File: config.mk
export PLATFORM = sky130hd
export DESIGN_NAME = aux_i2c_bridge
export DESIGN_NICKNAME = d
export VERILOG_FILES = /design/src/rtl/aux_i2c_bridge.sv
export SDC_FILE = /design/constraint.sdc
export NUM_CORES = 1
export LEC_CHECK = 0
export BUFFER_PORTS_ARGS = -buffer_cell sky130_fd_sc_hd__buf_2
export CAP_MARGIN = 20
export CORE_MARGIN = 3
export CORE_UTILIZATION = 56
export DETAILED_ROUTE_END_ITERATION = 7
export PLACE_DENSITY = 0.91
export SETUP_SLACK_MARGIN = 0.5
export SLEW_MARGIN = 40
export SYNTH_ARGS = -nofsm -noshare
export SYNTH_HDL_FRONTEND = slang
export SYNTH_SLANG_ARGS = --single-unit
File: constraint.sdc
create_clock -name clk -period 6 [get_ports clk]
set_input_delay 1.5 -clock clk [delete_from_list [all_inputs] [get_ports clk]]
set_output_delay 1.5 -clock clk [all_outputs]
set_load 0.01 [all_outputs]
File: src/rtl/aux_i2c_bridge.sv
module aux_i2c_bridge #(
  parameter int ADDR_W  = 20,
  parameter int MAX_LEN = 16,
  parameter int DEV_W   = 7,
  localparam int LEN_W  = $clog2(MAX_LEN + 1),
  localparam int IDX_W  = $clog2(MAX_LEN),
  localparam int BUF_W  = MAX_LEN * 8
) (
  input  logic              clk,
  input  logic              rst_n,
  input  logic              req_valid,
  output logic              req_ready,
  input  logic [3:0]        req_cmd,
  input  logic [ADDR_W-1:0] req_addr,
  input  logic [LEN_W-1:0]  req_len,
  input  logic [BUF_W-1:0]  req_data,
  output logic              rsp_valid,
  output logic [2:0]        rsp_code,
  output logic [BUF_W-1:0]  rsp_data,
  output logic              reg_en,
  output logic              reg_we,
  output logic [ADDR_W-1:0] reg_addr,
  output logic [7:0]        reg_wdata,
  input  logic [7:0]        reg_rdata,
  input  logic              reg_err,
  output logic              i2c_valid,
  output logic [1:0]        i2c_op,
  output logic              i2c_rd,
  output logic [DEV_W-1:0]  i2c_dev,
  output logic [7:0]        i2c_wbyte,
  input  logic              i2c_done,
  input  logic              i2c_nak,
  input  logic [7:0]        i2c_rbyte
);

  localparam logic [2:0] RC_ACK     = 3'd0;
  localparam logic [2:0] RC_NACK    = 3'd1;
  localparam logic [2:0] RC_I2C_NAK = 3'd4;

  localparam logic [1:0] OP_START = 2'd0;
  localparam logic [1:0] OP_BYTE  = 2'd1;
  localparam logic [1:0] OP_STOP  = 2'd2;

  typedef enum logic [2:0] {
    S_IDLE, S_DECODE, S_NATIVE, S_CLOSE, S_START, S_XFER, S_FINISH, S_REPLY
  } state_t;

  state_t                      state;
  logic [3:0]                  cmd_q;
  logic [ADDR_W-1:0]           addr_q;
  logic [LEN_W-1:0]            len_q;
  logic [LEN_W-1:0]            idx_q;
  logic [MAX_LEN-1:0][7:0]     buf_q;
  logic [2:0]                  code_q;
  logic                        open_q;
  logic [ADDR_W-1:0]           last_addr_q;
  logic                        last_rd_q;

  wire is_native = (cmd_q == 4'h8) || (cmd_q == 4'h9);
  wire is_i2c    = (cmd_q[3] == 1'b0) && (cmd_q[1] == 1'b0);
  wire is_mot    = cmd_q[2];
  wire rd        = cmd_q[0];
  wire last_byte = (idx_q == len_q - LEN_W'(1));
  wire [IDX_W-1:0] bi = idx_q[IDX_W-1:0];
  wire restart   = (addr_q != last_addr_q) || (rd != last_rd_q);

  always_ff @(posedge clk or negedge rst_n) begin
    if (!rst_n) begin
      state       <= S_IDLE;
      cmd_q       <= '0;
      addr_q      <= '0;
      len_q       <= '0;
      idx_q       <= '0;
      buf_q       <= '0;
      code_q      <= RC_ACK;
      open_q      <= 1'b0;
      last_addr_q <= '0;
      last_rd_q   <= 1'b0;
    end else begin
      case (state)
        S_IDLE: if (req_valid) begin
          cmd_q  <= req_cmd;
          addr_q <= req_addr;
          len_q  <= req_len;
          buf_q  <= req_data;
          state  <= S_DECODE;
        end
        S_DECODE: begin
          idx_q <= '0;
          if (is_native) state <= S_NATIVE;
          else if (is_i2c) begin
            if (!is_mot) state <= open_q ? S_CLOSE : S_START;
            else if (!open_q) state <= S_START;
            else if (restart) state <= S_CLOSE;
            else state <= S_XFER;
          end else begin
            code_q <= RC_NACK;
            state  <= S_REPLY;
          end
        end
        S_NATIVE: begin
          if (reg_err) begin
            code_q <= RC_NACK;
            state  <= S_REPLY;
          end else begin
            if (rd) buf_q[bi] <= reg_rdata;
            if (last_byte) begin
              code_q <= RC_ACK;
              state  <= S_REPLY;
            end else idx_q <= idx_q + LEN_W'(1);
          end
        end
        S_CLOSE: if (i2c_done) begin
          open_q <= 1'b0;
          state  <= S_START;
        end
        S_START: if (i2c_done) begin
          if (i2c_nak) begin
            open_q <= 1'b0;
            code_q <= RC_I2C_NAK;
            state  <= S_REPLY;
          end else begin
            open_q <= 1'b1;
            if (is_mot) begin
              last_addr_q <= addr_q;
              last_rd_q   <= rd;
            end
            state <= S_XFER;
          end
        end
        S_XFER: if (i2c_done) begin
          if (i2c_nak) begin
            code_q <= RC_I2C_NAK;
            state  <= S_FINISH;
          end else begin
            if (rd) buf_q[bi] <= i2c_rbyte;
            if (last_byte) begin
              code_q <= RC_ACK;
              state  <= is_mot ? S_REPLY : S_FINISH;
            end else idx_q <= idx_q + LEN_W'(1);
          end
        end
        S_FINISH: if (i2c_done) begin
          open_q <= 1'b0;
          state  <= S_REPLY;
        end
        default: state <= S_IDLE;
      endcase
    end
  end

  assign req_ready = (state == S_IDLE);
  assign rsp_valid = (state == S_REPLY);
  assign rsp_code  = code_q;
  assign rsp_data  = buf_q;

  assign reg_en    = (state == S_NATIVE);
  assign reg_we    = ~rd;
  assign reg_addr  = addr_q + ADDR_W'(idx_q);
  assign reg_wdata = buf_q[bi];

  assign i2c_valid = (state == S_CLOSE) || (state == S_START) ||
                     (state == S_XFER)  || (state == S_FINISH);
  assign i2c_op    = (state == S_START) ? OP_START :
                     (state == S_XFER)  ? OP_BYTE  : OP_STOP;
  assign i2c_rd    = rd;
  assign i2c_dev   = addr_q[DEV_W-1:0];
  assign i2c_wbyte = buf_q[bi];

endmodule

==> summary.txt <==
Run status
  • Outcome: completed

Drt
  • DR iter-0 viols: 1197
  • Number of remaining DRC errors: 0
  • Routed Antenna Nets: 0
  • DRT Pass-1 Iters: 8
  • Via density: roughly 6.6
  • Drt wl/cell: 24.5 µm
  • Routed WL: just under 40 mm
  • Vias: 10499

Synthesis
  • Area share of the largest cell type after synthesis: roughly 43%
  • Top post-synthesis cells by area: dfrtp_1 43%, mux4_2 8.2%, a22o_1 7.7%
  • Ys async rst share: 100%
  • Register area share after synthesis: 43.5%
  • Mean cell area of the mapped netlist: ~11 µm²
  • Synthesized flop and latch total: 190
  • Post-Syn Instances: just over 1000
  • Post-synth EDFFs: 0
  • Synth warnings: 0
  • Post-synth top flop: dfrtp_1
  • Net Count, Synth: around 1200
  • Cell taking the most area after synthesis: dfrtp_1
  • Cell variety after synth: 64
  • Synthesized area: about 0.011 mm²

Worst setup path
  • Setup crit end kind: output pin
  • Reg2Reg Setup Slack: ~2.7 ns
  • CP Data Arrival Time: 3.26 ns
  • CP Launch Type: flip-flop
  • Worst Setup Path Type: flip-flop to output pin
  • Cell chain of the critical path: inv_1 -> fa_1 -> nor2b_1 -> o21ai_0 -> a21boi_1 -> o211ai_1 -> xnor2_1 -> buf_2
  • Crit path max-delay cell type: dfrtp_4
  • WP buf/inv: 2
  • Max incr delay on CP: around 0.81 ns
  • Crit path max-delay family: compound AO/OA/AOI/OAI gates
  • Worst-path maximum fanout: 38
  • Critical Path RT: 4.50 ns

Pwr
  • Pwr Density: 629 mW/mm²
  • Max VDD drop: around 0.00033 V
  • Lkg Pwr: about 6.3 nW
  • Power after layout: about 8.4 mW

GRT
  • Largest net degree at the start of global routing: roughly 110
  • Total GRT Usage: a little over a third
  • Total congestion overflow: 0
  • First-pass GRT wire length: roughly 60 mm
  • Initial antenna violation count: 6
  • Vias in the first global route: approximately 10000

Placed design
  • # port buffers: 360
  • GPL Wtd Cong: a little under 1
  • DP HPWL: a little under 30 mm

Floorplanning
  • Row count: 50
  • Die height: 146 µm
  • Core Area: 0.0190 mm²
  • Die span in x: approximately 150 µm
  • Initial Util: between 50 and 60%
  • I/O pins: about 360
  • Die area: between 0.02 and 0.025 mm²

Min path
  • Hold crit path type: flip-flop to flip-flop

STA
  • Max Fclk: between 200 and 250 MHz
  • Setup repair after global routing missed its margin: false
  • Relative slew slack: between 40% and 50%
  • Final Max Slew Viols: 0
  • Final Hold Viols: 0
  • Final Critical Period: 4.76 ns
  • Setup Viol. Count Final: 0
  • Setup TNS: 0 ns
  • Skew final: around 0.0087 ns
  • Worst-margin pin slew: 0.833 ns
  • Final Cycle Share: roughly four fifths

Finish
  • Area growth syn-to-layout: 21.5%
  • Layout net count: ~1500
  • Most frequent cells in the layout: 359 x buf_2, 187 x dfrtp_1, 129 x nand2_1, 109 x o21ai_0, 96 x a22o_1
  • Share of layout cells above drive strength 1: between 30% and 40%
  • Leading cell type in the layout, fill and taps excluded: buf_2

Clocking
  • Maximum buffer depth of the clock tree: 2
  • CTS Sinks: 190
  • H-Tree Depth: 4
  • Clock root cell: clkbuf_16
  • Worst-skew pair later-pin latency: between 0.4 and 0.5 ns
  • Post-CTS sizing: 0
  • CTS clk-pin slew, worst paths: roughly 0.070 ns
  • TritonCTS Buffers: 17
  • CTS tree: done
  • Post-CTS setup buffer count: 0
  • Hold_buf cts: 0

Flow run
  • MaxCap Viol Count: 0
-- worst reg2reg max path: cells and delay by family, from the launching register on --
kind | cells | cell delay (ns)
DFF | 1 | 0.79
buffers and inverters | 2 | 0.75
AOI/OAI and AO/OA | 3 | 0.98
and+or+nand+nor | 2 | 0.70
-- metrics by stage --
step	worst slack [ns]	util (%)	area (µm²)	cells	hold WS, ns
after global placement	1.54	66.9	12700	1559	0.480
after CTS	1.22	70.1	13300	1592	0.516
after floorplan	1.96	-	10900	1014	0.478
after detailed placement	1.70	67.1	12700	1560	0.497
final	1.24	70.1	13300	1595	0.513
after global routing	0.991	70.1	13300	1595	0.542
-- cell type report --
type                       instances  area, µm²
fill                            1392       5670
multi-input combinational        712       5570
sequential                       190       4760
timing repair buffer             380       2000
clock buffer                      17        425
tap                              260        325
clock inverter                    15        129
inverter                          18       67.6
antenna                            3       7.51
-- worst paths after layout --
path / startpoint / endpoint / cells past startpoint
worst max-delay path: idx_q[1]$_DFFE_PN0P_ / reg_addr[18] / 8
worst min-delay path: last_addr_q[16]$_DFFE_PN0P_ / last_addr_q[16]$_DFFE_PN0P_ / 1
worst max register to register: state[0]$_DFFE_PN0P_ / rsp_data[39]$_DFFE_PN0P_ / 7
worst min register to register: last_addr_q[16]$_DFFE_PN0P_ / last_addr_q[16]$_DFFE_PN0P_ / 1
max in group asynchronous: rst_n / idx_q[3]$_DFFE_PN0P_ / 2
min in group asynchronous: rst_n / rsp_data[31]$_DFFE_PN0P_ / 1
-- state kept, by name, summed over array words and instances, names as in the netlist --
register,count
idx_q,5
rsp_data,128
last_rd_q,1
cmd_q,4
len_q,5
state,3
rsp_code,3
open_q,1
last_addr_q,20
addr_q,20
-- where the power goes --
group | internal [mW] | switching [mW]
clock | 0.545 | 0.551
sequential | 1.89 | 0.839
combinational | 2.01 | 2.52
-- Yosys cell counts, types with 6 or more instances --
master	n
buf_6	9
and2_1	6
nand2_2	9
xor2_1	23
mux4_2	40
mux2_2	41
buf_2	31
clkbuf_1	26
a22o_1	96
nor3_1	9
buf_4	28
o211ai_1	8
nor2_1	15
dfrtp_1	190
a22oi_1	47
nand2b_1	9
xnor2_1	21
a21oi_1	10
nand2_1	129
inv_1	18
o2bb2ai_1	40
nand3_1	11
ha_1	10
o21ai_0	109
-- metal layers --
layer  up-vias  GRT usage, %  routed length [µm]
met1      5095          47.8               14800
li1       4425             -                   -
met4         6          17.5                2030
met3       149          7.75                4320
met5         -             0                  39
met2       824          56.3               17900
-- kinds of logic (layout without fill, tap and decap cells) --
group	Yosys count	count (layout)	share of synthesized area, %
multiplexers	86	86	13.0
buffers and inverters	112	430	5.78
flip-flops	190	190	43.5
AO/OA/AOI/OAI	350	350	23.5
XOR/XNOR	44	44	3.52
other	0	3	0
adder cells (fa/ha/maj)	11	11	1.33
AND/OR/NAND/NOR	221	221	9.44
Power figures use the tool's default switching activity.
